<file path="config.mk">
export PLATFORM = sky130hd
export DESIGN_NAME = busmat_slave_arb
export DESIGN_NICKNAME = d
export VERILOG_FILES = /design/src/rtl/busmat_arb_pkg.sv /design/src/rtl/busmat_rr_pick.sv /design/src/rtl/busmat_slot_timer.sv /design/src/rtl/busmat_park_sel.sv /design/src/rtl/busmat_slave_arb.sv
export SDC_FILE = /design/constraint.sdc
export NUM_CORES = 1
export LEC_CHECK = 0
export BUFFER_PORTS_ARGS = -buffer_cell sky130_fd_sc_hd__buf_2
export CORE_MARGIN = 1
export CORE_UTILIZATION = 58
export DETAILED_ROUTE_END_ITERATION = 7
export HOLD_SLACK_MARGIN = 0.08
export PLACE_DENSITY = 0.81
export SYNTH_ARGS = -nofsm -noshare
export SYNTH_HDL_FRONTEND = slang
export SYNTH_HIERARCHICAL = 1
export SYNTH_SLANG_ARGS = --single-unit
</file>
<file path="constraint.sdc">
create_clock -name clk_i -period 4.8 [get_ports clk_i]
set_input_delay 0.96 -clock clk_i [delete_from_list [all_inputs] [get_ports clk_i]]
set_output_delay 0.96 -clock clk_i [all_outputs]
set_load 0.01 [all_outputs]
</file>
<file path="src/rtl/busmat_arb_pkg.sv">
package busmat_arb_pkg;

  typedef enum logic [1:0] {
    PARK_NONE     = 2'd0,
    PARK_LAST     = 2'd1,
    PARK_FIXED    = 2'd2,
    PARK_NONE_ALT = 2'd3
  } park_mode_e;

endpackage

</file>
<file path="src/rtl/busmat_rr_pick.sv">
// Round-robin search: offsets 1..N from the last owner, lowest offset wins.
module busmat_rr_pick #(
  parameter int unsigned N_MST = 6,
  parameter int unsigned IDX_W = $clog2(N_MST)
) (
  input  logic [N_MST-1:0] req_i,
  input  logic [IDX_W-1:0] last_i,
  output logic             found_o,
  output logic [IDX_W-1:0] idx_o
);

  always_comb begin
    int cand;
    found_o = 1'b0;
    idx_o   = last_i;
    for (int k = N_MST; k >= 1; k--) begin
      cand = (int'(last_i) + k) % int'(N_MST);
      if (req_i[cand]) begin
        found_o = 1'b1;
        idx_o   = IDX_W'(cand);
      end
    end
  end

endmodule

</file>
<file path="src/rtl/busmat_slot_timer.sv">
module busmat_slot_timer #(
  parameter int unsigned SLOT_W = 8
) (
  input  logic              clk_i,
  input  logic              rst_ni,
  input  logic              reload_i,
  input  logic [SLOT_W-1:0] limit_i,
  output logic              expired_o
);

  logic [SLOT_W-1:0] cnt_q;
  logic [SLOT_W:0]   held;

  // cycles held including the current one
  assign held      = {1'b0, cnt_q} + (SLOT_W+1)'(1);
  assign expired_o = (limit_i != '0) && (held >= {1'b0, limit_i});

  always_ff @(posedge clk_i or negedge rst_ni) begin
    if (!rst_ni)               cnt_q <= '0;
    else if (reload_i)         cnt_q <= '0;
    else if (cnt_q != '1)      cnt_q <= cnt_q + SLOT_W'(1);
  end

endmodule

</file>
<file path="src/rtl/busmat_park_sel.sv">
module busmat_park_sel
  import busmat_arb_pkg::*;
#(
  parameter int unsigned N_MST = 6,
  parameter int unsigned IDX_W = $clog2(N_MST)
) (
  input  logic [1:0]       mode_i,
  input  logic             own_vld_i,
  input  logic [IDX_W-1:0] own_idx_i,
  input  logic [IDX_W-1:0] fix_idx_i,
  output logic             vld_o,
  output logic [IDX_W-1:0] idx_o
);

  park_mode_e mode;
  assign mode = park_mode_e'(mode_i);

  always_comb begin
    vld_o = 1'b0;
    idx_o = own_idx_i;
    unique case (mode)
      PARK_LAST: begin
        vld_o = own_vld_i;
        idx_o = own_idx_i;
      end
      PARK_FIXED: begin
        vld_o = (int'(fix_idx_i) < int'(N_MST));
        idx_o = fix_idx_i;
      end
      default: vld_o = 1'b0;
    endcase
  end

endmodule

</file>
<file path="src/rtl/busmat_slave_arb.sv">
module busmat_slave_arb
  import busmat_arb_pkg::*;
#(
  parameter int unsigned N_MST  = 6,
  parameter int unsigned SLOT_W = 8,
  parameter int unsigned IDX_W  = $clog2(N_MST)
) (
  input  logic              clk_i,
  input  logic              rst_ni,
  input  logic [N_MST-1:0]  req_i,
  input  logic [N_MST-1:0]  burst_i,
  input  logic [N_MST-1:0]  done_i,
  input  logic [1:0]        park_mode_i,
  input  logic [IDX_W-1:0]  park_idx_i,
  input  logic [SLOT_W-1:0] slot_limit_i,
  output logic [N_MST-1:0]  gnt_o
);

  localparam logic [IDX_W-1:0] LAST_RST = IDX_W'(N_MST - 1);

  logic             own_vld_q, own_vld_d;
  logic [IDX_W-1:0] own_q, own_d, last_q;
  logic             own_req, own_done, own_burst;
  logic             boundary, keep_burst, reload;
  logic             expired;
  logic             rr_found, park_vld;
  logic [IDX_W-1:0] rr_idx, park_idx;

  assign own_req   = own_vld_q && req_i[own_q];
  assign own_done  = done_i[own_q];
  assign own_burst = burst_i[own_q];

  // re-arbitrate only with no owner, an idle owner, or at a transfer end
  assign boundary   = !own_req || own_done;
  assign keep_burst = own_req && own_done && own_burst && !expired;

  busmat_rr_pick #(.N_MST(N_MST), .IDX_W(IDX_W)) u_pick (
    .req_i   (req_i),
    .last_i  (last_q),
    .found_o (rr_found),
    .idx_o   (rr_idx)
  );

  busmat_park_sel #(.N_MST(N_MST), .IDX_W(IDX_W)) u_park (
    .mode_i    (park_mode_i),
    .own_vld_i (own_vld_q),
    .own_idx_i (own_q),
    .fix_idx_i (park_idx_i),
    .vld_o     (park_vld),
    .idx_o     (park_idx)
  );

  busmat_slot_timer #(.SLOT_W(SLOT_W)) u_slot (
    .clk_i     (clk_i),
    .rst_ni    (rst_ni),
    .reload_i  (reload),
    .limit_i   (slot_limit_i),
    .expired_o (expired)
  );

  always_comb begin
    own_d     = own_q;
    own_vld_d = own_vld_q;
    reload    = 1'b0;
    if (!boundary || keep_burst) begin
      reload = 1'b0;
    end else if (rr_found) begin
      own_d     = rr_idx;
      own_vld_d = 1'b1;
      reload    = 1'b1;
    end else begin
      own_vld_d = park_vld;
      own_d     = park_vld ? park_idx : own_q;
      reload    = 1'b1;
    end
  end

  always_ff @(posedge clk_i or negedge rst_ni) begin
    if (!rst_ni) begin
      own_vld_q <= 1'b0;
      own_q     <= '0;
      last_q    <= LAST_RST;
    end else begin
      own_vld_q <= own_vld_d;
      own_q     <= own_d;
      if (own_vld_d) last_q <= own_d;
    end
  end

  always_comb begin
    gnt_o = '0;
    if (own_vld_q) gnt_o[own_q] = 1'b1;
  end

  // ---------------------------------------------------------------
  logic others_req;
  assign others_req = |(req_i & ~gnt_o);

  assert_onehot_R2: assert property (@(posedge clk_i) disable iff (!rst_ni)
    $onehot0(gnt_o));

  assert_hold_beat_R4: assert property (@(posedge clk_i) disable iff (!rst_ni)
    (|(gnt_o & req_i & ~done_i)) |=> $stable(gnt_o));

  assert_grant_requester_R3: assert property (@(posedge clk_i) disable iff (!rst_ni)
    ((|(gnt_o & req_i & ~burst_i & done_i)) && (|req_i)) |=> (|(gnt_o & $past(req_i))));

  assert_idle_none_R5: assert property (@(posedge clk_i) disable iff (!rst_ni)
    ((req_i == '0) && (park_mode_i == PARK_NONE || park_mode_i == PARK_NONE_ALT))
      |=> (gnt_o == '0));

  assert_idle_last_R6: assert property (@(posedge clk_i) disable iff (!rst_ni)
    ((req_i == '0) && (park_mode_i == PARK_LAST)) |=> $stable(gnt_o));

  assert_idle_fixed_R7: assert property (@(posedge clk_i) disable iff (!rst_ni)
    ((req_i == '0) && (park_mode_i == PARK_FIXED) && (int'(park_idx_i) < int'(N_MST)))
      |=> (gnt_o == (N_MST'(1) << $past(park_idx_i))));

  assert_unlimited_R10: assert property (@(posedge clk_i) disable iff (!rst_ni)
    ((slot_limit_i == '0) && (|(gnt_o & req_i & burst_i & done_i))) |=> $stable(gnt_o));

  assert_cutoff_R9: assert property (@(posedge clk_i) disable iff (!rst_ni)
    (own_req && own_done && expired && others_req) |=> !$stable(gnt_o));

  assert_lone_owner_R11: assert property (@(posedge clk_i) disable iff (!rst_ni)
    (own_req && own_done && !others_req) |=> $stable(gnt_o));

endmodule

</file>
# --- Yosys cells after proc, flatten, opt, wreduce, memory -nomap -nowiden ---
# Cells that the tools add are included.
totals:
  reg_bits: 15
  latch_bits: 0
  mem_bits_rw: 0
  romBits: 0
  in_bits: 33
  output_inout_bits: 6
  word_cells: 92
  memories: 0
classes:
  add_sub_neg: 8
  mul: 0
  div: 6
  n_lt_le_gt_ge: 10
  eq_ne: 4
  shifts: 0
  mux: 48
  bitwise: 0
  n_reduce_logical: 12
op_table:
  columns: ["cell", "count"]
  rows:
  - ["< comparator 32 x 5 -> 1 bit, second input constant", 6]
  - ["remainder unit 32 x 4 -> 32 bit, second input constant", 6]
  - ["2-to-1 mux 3 bit", 10]
  - ["binary-select mux 1 bit (select 3 bit)", 9]
  - ["2-to-1 mux 1 bit", 24]
  - ["2-to-1 mux 8 bit", 2]
  - ["adder 3 x 3 -> 4 bit, second input constant", 3]
  - ["adder 8 x 1 -> 9 bit, second input constant", 1]
  - [">= comparator 9 x 8 -> 1 bit", 1]
  - ["adder 3 x 2 -> 4 bit, second input constant", 2]
  - ["adder 8 x 1 -> 8 bit, second input constant", 1]
  - ["inequality test 8 bit, second input constant", 1]
  - ["nonzero test 8 bit", 1]
  - ["logical AND 1 bit", 6]
  - ["2-to-1 mux 6 bit", 1]
  - ["adder 3 x 1 -> 4 bit, second input constant", 1]
  - ["< comparator 3 x 4 -> 1 bit, second input constant", 1]
  - ["demux 1 bit (select 3 bit)", 1]
  - [">= comparator 3 x 1 -> 1 bit, second input constant", 1]
  - ["logical NOT 1 bit", 3]
  - ["< comparator 3 bit, second input constant", 1]
  - ["== test 2 x 1 -> 1 bit, second input constant", 1]
  - ["== test 2 bit, second input constant", 1]
  - ["logical OR 1 bit", 2]
  - ["2 further kinds", 2]

# --- Logic depth before layout (Yosys ltp) ---
# Gate-level depths: netlist of run 1.
logic_depth:
  ltp_word: 13
  mapped_depth: 17
  ltp_nobuf: 15

# --- By module ---
# The synthesis of run 1 kept the hierarchy.
by_module_without_submodules:
  columns: ["module", "instances", "cells_each", "area_per_inst_um2", "seq_area_each_um2"]
  rows:
  - ["busmat_rr_pick", 1, 151, 1142.3, 0.0]
  - ["busmat_slot_timer", 1, 71, 619.3, 200.2]
  - ["busmat_slave_arb", 1, 70, 601.8, 177.7]
  - ["busmat_park_sel", 1, 10, 88.8, 0.0]

# --- Least setup slack after synthesis of run 1 ---
# Ideal clock, no wire load.
synth_path:
  kind: "reg-to-reg"
  from: "register last_q[0]"
  to: "register own_q[1]"
  setup_ns: 0.125
  t_arrival_ns: 3.659
  t_required_ns: 4.675
  path_slack_ns: 1.017
  path_stages_with_launch: 17
  path_buffers: 2
  period_less_slack_ns: 3.783
  path_cell_list: "dfstp_2 -> buf_6 -> buf_6 -> inv_1 -> ha_1 -> xnor2_4 -> ha_1 -> nor2b_1 -> a21oi_1 -> o21a_1 -> o311ai_2 -> nand2_1 -> or4_1 -> a21o_1 -> a21oi_1 -> nor2_1 -> mux2_2"
synth_via:
  elab_chain_len: 13
  word_cells_on_any_way: 44
  cone_classes: "6 x add/sub; 6 x div; 32 x mux"
synth_rtl:
  columns: ["element", "line_no", "text"]
  rows:
  - ["from (decl)", "busmat_slave_arb.sv:22", "logic [IDX_W-1:0] own_q, own_d, last_q;"]
  - ["from (signal assigned)", "busmat_slave_arb.sv:86", "if (own_vld_d) last_q <= own_d;"]
  - ["adder 3 x 3 -> 4 bit", "busmat_rr_pick.sv:17", "cand = (int'(last_i) + k) % int'(N_MST);"]
  - ["remainder unit 32 x 4 -> 32 bit", "busmat_rr_pick.sv:17", null]
  - ["binary-select mux 1 bit (select 3 bit)", "busmat_rr_pick.sv:18", "if (req_i[cand]) begin"]
  - ["2-to-1 mux 1 bit (not written as such) (2 in a row)", "busmat_rr_pick.sv:18", null]
  - ["2-to-1 mux 1 bit (5 in a row)", "busmat_rr_pick.sv:18", null]
  - ["2-to-1 mux 1 bit (*)", "busmat_rr_pick.sv:18", null]
  - ["via rr_found", "busmat_slave_arb.sv:26", "logic rr_found, park_vld;"]
  - ["2-to-1 mux 3 bit (*)", "busmat_slave_arb.sv:67", "end else if (rr_found) begin"]
  - ["2-to-1 mux 3 bit (*)", "busmat_slave_arb.sv:65", "if (!boundary || keep_burst) begin"]
  - ["via own_d[1]", "busmat_slave_arb.sv:22", null]
  - ["to (signal assigned)", "busmat_slave_arb.sv:85", "own_q <= own_d;"]
  - ["to (decl)", "busmat_slave_arb.sv:22", null]
# Mark *: on every way through the listed nets, which the timed path passes. The rest lies on a longest branch. The select of a mux whose other input is x is not followed.
# A chain may end at the register's enable or synchronous reset.

# --- Worst setup path in the final report of run 1 ---
layout_path:
  from: "register last_q[2]"
  to: "register own_q[1]"
# Same word-level chain as after synthesis.

==> key figures, run 1 <==
Timing
  • Max_slew headroom: 0.6489
  • Final setup fails: 0
  • FMAX: 229.2 MHz
  • Setup TNS: 0 ns
  • Clock Skew: 0.005001 ns
  • Min cycle time layout: 4.364 ns
  • Slew Limit Fails: 0
  • Worst Max-Slew Pin Slew: 0.5267 ns
  • RSZ-0062 raised after global routing: no
  • Final hold viol count: 0
  • Final period util: 0.9091

Yosys
  • Most common cell in the netlist: ha_1
  • Post-synth EDFFs: 0
  • Synthesized net count: 361
  • Top_reg_cell synth: dfrtp_1
  • Synth Area per Inst: 8.120 um2
  • Synthesis Warnings: 6
  • Cells after synthesis: 302
  • Ranking of synthesized cells by area: dfrtp_1 13%, ha_1 13%, mux2_2 6.0%
  • Async SR Flop Fraction: 1.000
  • Synth Register Bits: 15
  • Post-synth top cells: 26 x ha_1, 25 x nand2_1, 24 x a21oi_1, 24 x nor2_1, 23 x inv_1
  • Yosys top cell area share: 0.1327
  • Netlist cell types: 62
  • Sequential area share after synthesis: 0.1541
  • Post-synthesis cell area: 0.002452 mm2
  • Cell taking the most area after synthesis: dfrtp_1

CTS
  • Clock Root Buffer: clkbuf_8
  • Total CTS buffers: 3
  • Worst skew pair latency: 0.25 ns
  • CTS tree: built
  • CTS H-Tree Depth: 1
  • Clock Path Buffers: 2
  • Post-CTS Repair Setup Buffers: 0
  • Sink Count: 15
  • CTS clk-pin slew, worst paths: 0.06 ns
  • CTS Hold Buffers Added: 0
  • Resized Gates After CTS: 0

Min path
  • Worst hold path class: register to register

Detailed routing
  • Vias: 2254
  • Initial drt markers: 111
  • Vias per cell: 5.839
  • Detailed Routing Iterations Pass 1: 4
  • Post-DRT Antenna Nets: 0
  • Drt drc: 0
  • WL/cell: 13.40 um
  • WL final: 5.171 mm

Finish
  • Ant diodes: 0
  • Fillers: 344
  • Layout cells sized above 1: 0.2440
  • Final nets: 396
  • Area grow syn2layout: 9.643%

Critical path
  • FF-to-FF Start: last_q[2]$_DFFE_PN1P_
  • CP startpoint kind: register
  • Reg2Reg Depth: 15
  • Crit path DAT: 4.50 ns
  • CP Max Fanout: 13
  • CP endpoint kind: register
  • Setup CP Type: register to register
  • R2R setup slack: 0.44 ns
  • RR Endpoint: own_q[1]$_DFF_PN0_
  • End of the critical path: own_q[1]$_DFF_PN0_
  • Critical Path Source: last_q[2]$_DFFE_PN1P_
  • CP required: 4.94 ns

Die
  • Die width: 67.03 um
  • Die Area: 0.004492 mm2
  • Die Ht: 67.03 um
  • Initial Util: 0.6087
  • Top Ports: 39
  • Site Rows: 23
  • Core region area: 0.004029 mm2

Global route
  • GRT Resource Usage Total: 0.2431
  • Antenna violations before repair: 0
  • First-pass GRT wire length: 8.404 mm
  • Largest net degree at the start of global routing: 18
  • Grt ovf: 0
  • Vias in the first global route: 1919

Power and ir drop
  • Clock power frac: 0.056
  • Pwr Density: 693.7 mW/mm2
  • P_sw: 948.3 uW
  • Internal Pwr Total: 916.9 uW
  • Worst VDD drop: 0.0003171 V
  • Combinational share of power: 0.809
  • Seq pwr share: 0.135
  • Leak: 0.001313 uW
  • Total power: 1865 uW
  • Sw frac: 0.5084

Place
  • PortBufs: 38
  • GPL Wtd Cong: 0.9072
  • Detailed placer's ending HPWL: 4.149 mm

Status
  • Status: completed

Run
  • Number of max-cap violations: 0
critical path: stages, from the launching register on:
cell	delay, ns
dfstp_2	0.75
inv_1	0.16
ha_1	0.36
a21oi_1	0.29
inv_1	0.08
ha_1	0.31
nor4b_1	0.35
nor3_1	0.16
a211o_1	0.28
a21oi_2	0.21
nand3_1	0.09
or4_1	0.54
a21o_1	0.22
a21oi_1	0.13
nor2_1	0.06
mux2_2	0.26
per-stage QoR:
stage          cells  hold slack [ns]  utilization  instance area, um2  worst slack, ns
5_1_grt          386           0.6266       0.6674                2689           0.1928
3_5_place_dp     382           0.5654       0.6562                2644           0.5152
2_1_floorplan    302           0.5318            -                2452            1.017
6_report         386           0.5744       0.6674                2689           0.4362
4_1_cts          386           0.5795       0.6674                2689           0.5040
3_3_place_gp     382           0.5604       0.6562                2644           0.7360
sequential cells by signal (all words and copies together), names as in the netlist:
name and count:
own_vld_q 1, own_q 3, u_slot/cnt_q 8, last_q 3
cell type report:
type,count,area (um2),share of cell area
Clock buffer,4,45.04,0.01675
Timing Repair Buffer,40,205.2,0.07631
Tap cell,50,62.56,0.02327
Inverter,24,90.09,0.03350
Sequential cell,15,377.9,0.1405
Multi-Input combinational cell,253,1908,0.7096
cells in the final DEF, fill, tap and decap left out, types with 3 or more instances in the layout:
master     n
a211o_1    4
a211oi_1   4
a21o_1     3
a21oi_1   24
a21oi_2    3
a31oi_1    4
and3_1     4
buf_2     38
clkbuf_8   3
dfrtp_1   13
ha_1      26
inv_1     23
mux2_2    13
mux2i_1   12
nand2_1   25
nand3_1    8
nor2_1    24
nor2b_1    8
nor3_1    11
o21a_1     3
o21ai_0   20
o21ba_2    3
or3_1      4
xnor2_1    6
xor2_1     3
routing by layer:
| layer | GRT usage | vias up | part of all wire |
|---|---|---|---|
| li1 | - | 1161 | - |
| met1 | 0.3278 | 1024 | 0.47 |
| met2 | 0.4213 | 66 | 0.48 |
| met3 | 0.03253 | 3 | 0.051 |
| met4 | 0.02128 | 0 | 0.0021 |
| met5 | 0 | - | 0 |
cells by family (layout without fill, tap and decap cells):
kind of cell	count (synthesis)	in the layout	synth area share
AO/OA/AOI/OAI	89	89	0.2587
buffers and inverters	34	68	0.06785
AND/OR/NAND/NOR	99	99	0.2036
multiplexers	28	28	0.1332
flip-flops	15	15	0.1541
XOR/XNOR	11	11	0.05001
adder cells (fa/ha/maj)	26	26	0.1327
power by group through the flow:
stage | logic [uW] | clock network (uW) | registers, uW
2_1_floorplan | 1300 | 0 | 211
3_3_place_gp | 1460 | 0 | 253
3_5_place_dp | 1500 | 0 | 253
4_1_cts | 1500 | 107 | 251
5_1_grt | 1670 | 112 | 261
6_report | 1510 | 104 | 252
how the worst min path moves through the flow:
| stage | startpoint | to | slack [ns] | cells past startpoint |
|---|---|---|---|---|
| after floorplan | u_slot/cnt_q[1]$_DFFE_PN0P_ | u_slot/cnt_q[1]$_DFFE_PN0P_ | 0.53 | 2 |
| after global placement | u_slot/cnt_q[1]$_DFFE_PN0P_ | u_slot/cnt_q[1]$_DFFE_PN0P_ | 0.56 | 2 |
| after detailed placement | u_slot/cnt_q[1]$_DFFE_PN0P_ | u_slot/cnt_q[1]$_DFFE_PN0P_ | 0.57 | 2 |
| after CTS | u_slot/cnt_q[1]$_DFFE_PN0P_ | u_slot/cnt_q[1]$_DFFE_PN0P_ | 0.58 | 2 |
| after global routing | u_slot/cnt_q[1]$_DFFE_PN0P_ | u_slot/cnt_q[1]$_DFFE_PN0P_ | 0.63 | 2 |
| final | u_slot/cnt_q[1]$_DFFE_PN0P_ | u_slot/cnt_q[1]$_DFFE_PN0P_ | 0.57 | 2 |
Power figures use the tool's default switching activity.
==> inputs of run 2 (changes only) <==
==> constraint.sdc (replaced) <==
create_clock -name clk_i -period 4.4 [get_ports clk_i]
set_input_delay 0.88 -clock clk_i [delete_from_list [all_inputs] [get_ports clk_i]]
set_output_delay 0.88 -clock clk_i [all_outputs]
set_load 0.01 [all_outputs]
==> run 2 against run 1 <==
  * Global-route usage up 0.088 points
  * Final area is 1.2% higher
  * Combinational power rose by 11%
==> key figures, run 2 (synthesis results as in run 1) <==
Place
  • Inst Count DP: 385 (+0.79%)
  • Placed Area: 0.002666 mm2 (+0.85%)
  • Detailed placer's ending HPWL: 4.186 mm (+0.89%)
  • PortBufs: 38 (unchanged)
  • GPL Wtd Cong: 0.8839 (-2.6%)

Finish
  • Top flop regs: u_slot/cnt_q x8, last_q x3, own_q x3
  • Ant diodes: 0 (unchanged)
  • Register area: 381.6 um2 (+0.99%)
  • Area grow syn2layout: 10.92%
  • Fillers: 352 (+2.3%)
  • Leading cell type in the layout, fill and taps excluded: buf_2
  • Layout cells sized above 1: 0.2537 (+0.009640)
  • Most frequent cells in the layout: 38 x buf_2, 26 x ha_1, 25 x nand2_1
  • Area of the multi-input gates: 0.001913 mm2 (+0.26%)
  • Largest register FFs: 8 (unchanged)
  • Top reg by flops: u_slot/cnt_q
  • Finished Cell Area: 0.002720 mm2 (+1.2%)
  • Final nets: 399 (+0.76%)
  • Fin cells: 389 (+0.78%)

Die
  • Core region area: 0.004029 mm2 (unchanged)
  • Die Ht: 67.03 um (unchanged)
  • Die width: 67.03 um (unchanged)
  • Top Ports: 39 (unchanged)
  • Initial Util: 0.6087 (unchanged)
  • Site Rows: 23 (unchanged)
  • Die Area: 0.004492 mm2 (unchanged)

Timing
  • Final hold viol count: 0 (unchanged)
  • RSZ-0062 raised after global routing: no
  • Min cycle time layout: 4.125 ns (-0.2385 ns)
  • Final setup fails: 0 (unchanged)
  • Worst Max-Slew Pin Slew: 0.5180 ns (-0.008719 ns)
  • Setup TNS: 0 ns (unchanged)
  • Clock Skew: 0.0006969 ns (-0.004305 ns)
  • Max_slew headroom: 0.6547 (+0.005813)
  • Final period util: 0.9376 (+0.02845)
  • Slew Limit Fails: 0 (unchanged)
  • FMAX: 242.4 MHz (+5.8%)
  • Hold Slack: 0.5301 ns (-0.04426 ns)

Min path
  • Worst hold path class: input pin to asynchronous set/reset pin

Critical path
  • Critical Path Source: last_q[2]$_DFFE_PN1P_
  • CP startpoint kind: register
  • CP required: 4.53 ns (-0.41 ns)
  • Reg2Reg Depth: 15 (unchanged)
  • FF-to-FF Start: last_q[2]$_DFFE_PN1P_
  • CP cell instances: inv_1 > ha_1 > a21oi_1 > inv_1 > ha_1 > nor4b_1 > nor3_2 > a211o_1 > a21oi_2 > nand3_1 > or4_1 > a21o_1 > a21oi_1 > nor2_1 > mux2_2
  • End of the critical path: own_q[2]$_DFF_PN0_
  • CP Max Fanout: 13 (unchanged)
  • Setup CP Type: register to register
  • Slowest library cell on the worst path: dfstp_4
  • Crit path DAT: 4.26 ns (-0.24 ns)
  • RR Endpoint: own_q[2]$_DFF_PN0_
  • R2R setup slack: 0.27 ns (-0.16 ns)
  • Max stage delay on crit path: 0.73 ns (-0.02 ns)
  • CP endpoint kind: register

Power and ir drop
  • Leak: 0.001329 uW (+1.2%)
  • Pwr Density: 761.3 mW/mm2 (+9.7%)
  • Worst VDD drop: 0.0003021 V (-4.7%)

Detailed routing
  • Post-DRT Antenna Nets: 0 (unchanged)
  • WL/cell: 13.53 um (+1.0%)
  • Vias: 2302 (+2.1%)
  • Initial drt markers: 175 (+58%)
  • Detailed Routing Iterations Pass 1: 4 (unchanged)
  • WL final: 5.265 mm (+1.8%)
  • Vias per cell: 5.918 (+1.3%)
  • Drt drc: 0 (unchanged)

CTS
  • Post-CTS Repair Setup Buffers: 0 (unchanged)
  • CTS Hold Buffers Added: 0 (unchanged)
  • CTS H-Tree Depth: 1 (unchanged)
  • Sink Count: 15 (unchanged)
  • Total CTS buffers: 3 (unchanged)
  • Worst skew pair latency: 0.24 ns (about the same)
  • Clock Root Buffer: clkbuf_8
  • CTS tree: built
  • Resized Gates After CTS: 0 (unchanged)
  • Clock Path Buffers: 2 (unchanged)
  • CTS clk-pin slew, worst paths: 0.06 ns (about the same)

Global route
  • Largest net degree at the start of global routing: 18 (unchanged)
  • Antenna violations before repair: 0 (unchanged)
  • Vias in the first global route: 1909 (-0.52%)
  • First-pass GRT wire length: 8.418 mm (+0.17%)
  • GRT Resource Usage Total: 0.2440 (+0.0008822)
  • Grt ovf: 0 (unchanged)

Status
  • Status: completed

Run
  • Number of max-cap violations: 0 (unchanged)
[run 2: cell types whose count changed in the layout (fill, tap and decap cells not counted), sizes merged]
| cell | before | now |
|---|---|---|
| buf | 40 | 43 |
[run 2: how the worst min path moves through the flow]
stage,cells after the start,start,slack (ns),to
2_1_floorplan,2,u_slot/cnt_q[1]$_DFFE_PN0P_,0.53,u_slot/cnt_q[1]$_DFFE_PN0P_
3_3_place_gp,2,u_slot/cnt_q[1]$_DFFE_PN0P_,0.56,u_slot/cnt_q[1]$_DFFE_PN0P_
3_5_place_dp,2,u_slot/cnt_q[1]$_DFFE_PN0P_,0.57,u_slot/cnt_q[1]$_DFFE_PN0P_
4_1_cts,1,rst_ni,0.53,u_slot/cnt_q[1]$_DFFE_PN0P_
5_1_grt,1,rst_ni,0.55,u_slot/cnt_q[0]$_DFFE_PN0P_
6_report,1,rst_ni,0.53,u_slot/cnt_q[1]$_DFFE_PN0P_
[run 2: worst max-delay path, delay by kind of cell, from the launching register on]
family / cells / cell delay, ns
compound gates: 5 / 1.09
fa+ha+maj: 2 / 0.52
buf+inv: 2 / 0.21
flops: 1 / 0.73
mux: 1 / 0.26
simple gates: 5 / 1.21
[run 2: layer usage]
| metal | up-vias | global-route usage | wire length [um] |
|---|---|---|---|
| li1 | 1166 | - | - |
| met1 | 1058 | 0.3435 | 2473 |
| met2 | 72 | 0.3888 | 2407 |
| met3 | 6 | 0.03596 | 343 |
| met4 | 0 | 0.05319 | 41 |
| met5 | - | 0 | 0 |
[run 2: report_power, final]
group / total, uW / internal, uW / leakage (uW) / switching (uW)
logic: 1680 / 764 / 0.00112 / 920
clock network: 110 / 64.1 / 0.0000228 / 45.5
registers: 277 / 191 / 0.000190 / 86.5
[run 2: final cells by class]
type,count,share of cell area
clock buffer,4,0.01656
inverter,24,0.03312
tap,50,0.02300
multi-input combinational,253,0.7033
timing repair buffer,43,0.08372
sequential,15,0.1403
[run 2: through the flow]
step             util  setup slack (ns)  power, uW
3_5_place_dp   0.6618            0.2800       1930
5_1_grt        0.6752           0.05316       2263
2_1_floorplan       -            0.6168       1644
4_1_cts        0.6730            0.2597       2049
6_report       0.6752            0.2747       2071
3_3_place_gp   0.6618            0.3856       1901
==> inputs of run 3 (changes only) <==
--- a/config.mk
+++ b/config.mk
@@ -6,6 +6,7 @@
 export NUM_CORES = 1
 export LEC_CHECK = 0
 export BUFFER_PORTS_ARGS = -buffer_cell sky130_fd_sc_hd__buf_2
+export CORE_ASPECT_RATIO = 1.4
 export CORE_MARGIN = 1
 export CORE_UTILIZATION = 58
 export DETAILED_ROUTE_END_ITERATION = 7
==> run 3 against run 2 <==
  * The flow now finishes with violations (design-rule violations)
  * Worst setup slack improved by 0.037 ns
  * Clock power about the same
  * Sequential power increased by 2%
  * Count of clock-buffer cells in the layout decreased by 1
  * Routed wire length increased by 9.7%
  * Sequential share of layout area decreased by 0.093 points
  * Via count increased by 3.1%
  * First-iteration DRC count decreased by 46%
  * Die area about the same
  * Clock skew about the same
  * Power increased by 1.0%
  * Final cell count decreased by 1.5%
  * Critical endpoint is now own_q[1]$_DFF_PN0_
  * Largest cell class unchanged
  * Largest power group unchanged
==> key figures, run 3 (synthesis results as in run 1) <==
Status
  • Status: finished with violations
  • Failing checks: design-rule violations

Global route
  • Met2 Usage GRT: 0.5047 (+0.1160)
  • GRT Max-Usage Layer: met2
  • M1 GR Usage: 0.2705 (-0.07294)
  • Antenna violations before repair: 0 (unchanged)
  • GRT Resource Usage Total: 0.2621 (+0.01809)
  • First-pass GRT wire length: 9.446 mm (+12%)
  • Vias in the first global route: 2273 (+19%)
  • Largest net degree at the start of global routing: 18 (unchanged)
  • Grt ovf: 0 (unchanged)
  • GR Util met3: 0.02280 (-0.01316)

Timing
  • FMAX: 244.6 MHz (+0.90%)
  • Max_slew headroom: 0.6622 (+0.007498)
  • Setup TNS: 0 ns (unchanged)
  • RSZ-0062 raised after global routing: no
  • Slew Limit Fails: 0 (unchanged)
  • Min cycle time layout: 4.089 ns (-0.03667 ns)
  • Clock Skew: 0.0009592 ns (+0.0002623 ns)
  • Final hold viol count: 0 (unchanged)
  • Final setup fails: 0 (unchanged)
  • Final period util: 0.9292 (-0.008333)
  • Worst Max-Slew Pin Slew: 0.4926 ns (-0.02534 ns)

CTS
  • CTS clk-pin slew, worst paths: 0.06 ns (about the same)
  • Post-CTS Repair Setup Buffers: 0 (unchanged)
  • CTS Hold Buffers Added: 0 (unchanged)
  • CTS tree: built
  • Sink Count: 15 (unchanged)
  • Total CTS buffers: 3 (unchanged)
  • Clock Path Buffers: 2 (unchanged)
  • Clock Root Buffer: clkbuf_8
  • Resized Gates After CTS: 0 (unchanged)
  • Worst skew pair latency: 0.25 ns (about the same)
  • CTS H-Tree Depth: 1 (unchanged)

Power and ir drop
  • Total power: 2092 uW (+1.0%)
  • Clock power frac: 0.054 (about the same)
  • Leak: 0.001334 uW (+0.43%)
  • Sw frac: 0.5113 (+0.003201)
  • Combinational share of power: 0.812 (about the same)
  • Worst VDD drop: 0.0004084 V (+35%)
  • Pwr Density: 771.4 mW/mm2 (+1.3%)
  • Internal Pwr Total: 1022 uW (+0.35%)
  • Seq pwr share: 0.135 (about the same)
  • P_sw: 1070 uW (+1.6%)

Detailed routing
  • Post-DRT Antenna Nets: 0 (unchanged)
  • WL/cell: 15.08 um (+11%)
  • Drt drc: 2 (+2)
  • Detailed Routing Iterations Pass 1: 6 (+2)
  • WL final: 5.775 mm (+9.7%)
  • Vias: 2374 (+3.1%)
  • Initial drt markers: 94 (-46%)
  • Vias per cell: 6.198 (+4.7%)

Finish
  • Area grow syn2layout: 10.56%
  • Ant diodes: 0 (unchanged)
  • Finished Cell Area: 0.002711 mm2 (-0.32%)
  • Fin cells: 383 (-1.5%)
  • Layout cells sized above 1: 0.2559 (+0.002195)
  • Most frequent cells in the layout: 38 x buf_2, 26 x ha_1, 25 x nand2_1
  • Final nets: 400 (+0.25%)
  • Top reg by flops: u_slot/cnt_q
  • Leading cell type in the layout, fill and taps excluded: buf_2
  • Largest register FFs: 8 (unchanged)
  • Top flop regs: u_slot/cnt_q x8, last_q x3, own_q x3

Place
  • Inst Count DP: 379 (-1.6%)
  • PortBufs: 38 (unchanged)
  • Placed Area: 0.002665 mm2 (about the same)
  • GPL Wtd Cong: 0.9025 (+2.1%)
  • Detailed placer's ending HPWL: 4.758 mm (+14%)

Critical path
  • Setup CP Type: register to register
  • CP required: 4.54 ns (about the same)
  • CP startpoint kind: register
  • Critical Path Source: last_q[2]$_DFFE_PN1P_
  • FF-to-FF Start: last_q[2]$_DFFE_PN1P_
  • CP endpoint kind: register
  • CP Max Fanout: 13 (unchanged)
  • RR Endpoint: own_q[1]$_DFF_PN0_
  • Crit path DAT: 4.23 ns (-0.03 ns)
  • R2R setup slack: 0.31 ns (+0.04 ns)
  • Reg2Reg Depth: 15 (unchanged)

Die
  • Core region area: 0.003986 mm2 (-1.1%)
  • Die Area: 0.004496 mm2 (about the same)
  • Die Ht: 78.94 um (+18%)
  • Initial Util: 0.6152 (+0.006496)
  • Site Rows: 27 (+17%)
  • Die width: 56.96 um (-15%)
  • Top Ports: 39 (unchanged)

Run
  • Number of max-cap violations: 0 (unchanged)

Min path
  • Worst hold path class: input pin to asynchronous set/reset pin
-- run 3: cell types whose count changed in the layout (fill, tap and decap cells not counted), sizes merged --
cell,change
clkinv,+1
buf,+1
clkbuf,-1
-- run 3: worst max path at each step --
stage,end,slack (ns),cells after the start
2_1_floorplan,own_q[1]$_DFF_PN0_,0.62,16
6_report,own_q[1]$_DFF_PN0_,0.31,15
4_1_cts,own_q[1]$_DFF_PN0_,0.36,15
3_5_place_dp,own_q[1]$_DFF_PN0_,0.37,15
3_3_place_gp,own_q[2]$_DFF_PN0_,0.47,14
5_1_grt,own_q[0]$_DFF_PN0_,0.03,15
-- run 3: metal layers --
metal | share of wire | wire [um]
met2 | 0.56 | 3214
met3 | 0.028 | 164
met4 | 0.041 | 238
met1 | 0.37 | 2157
met5 | 0 | 0
-- run 3: power groups by stage --
stage                     registers, uW  logic (uW)  clock network (uW)
after global placement              284        1650                   0
final                               282        1700                 112
after floorplan                     231        1410                   0
after global routing                292        1870                 122
after CTS                           282        1680                 116
after detailed placement            284        1670                   0
-- run 3: worst max-delay path, stage by stage, from the launching register on --
cell,delay [ns]
dfstp_2,0.76
inv_1,0.16
ha_1,0.23
a21oi_1,0.25
inv_1,0.08
ha_1,0.30
nor4b_1,0.32
nor3_1,0.14
a211o_1,0.28
a21oi_2,0.20
nand3_1,0.09
or4_1,0.53
a21o_1,0.21
a21oi_1,0.11
nor2_1,0.05
mux2_2,0.25
-- run 3: metrics by stage --
step	hold WS [ns]	setup slack [ns]	util
after floorplan	0.5318	0.6168	-
final	0.5246	0.3113	0.6802
after CTS	0.5270	0.3565	0.6802
after detailed placement	0.5969	0.3703	0.6686
after global routing	0.5392	0.03402	0.6802
after global placement	0.5646	0.4693	0.6686
-- run 3: layout make-up --
cell class,instances,area [um2]
multi-input combinational,253,1908
fill,359,1275
sequential,15,377.9
timing repair buffer,44,235.2
inverter,24,90.09
tap,43,53.80
clock buffer,3,41.29
clock inverter,1,5.005
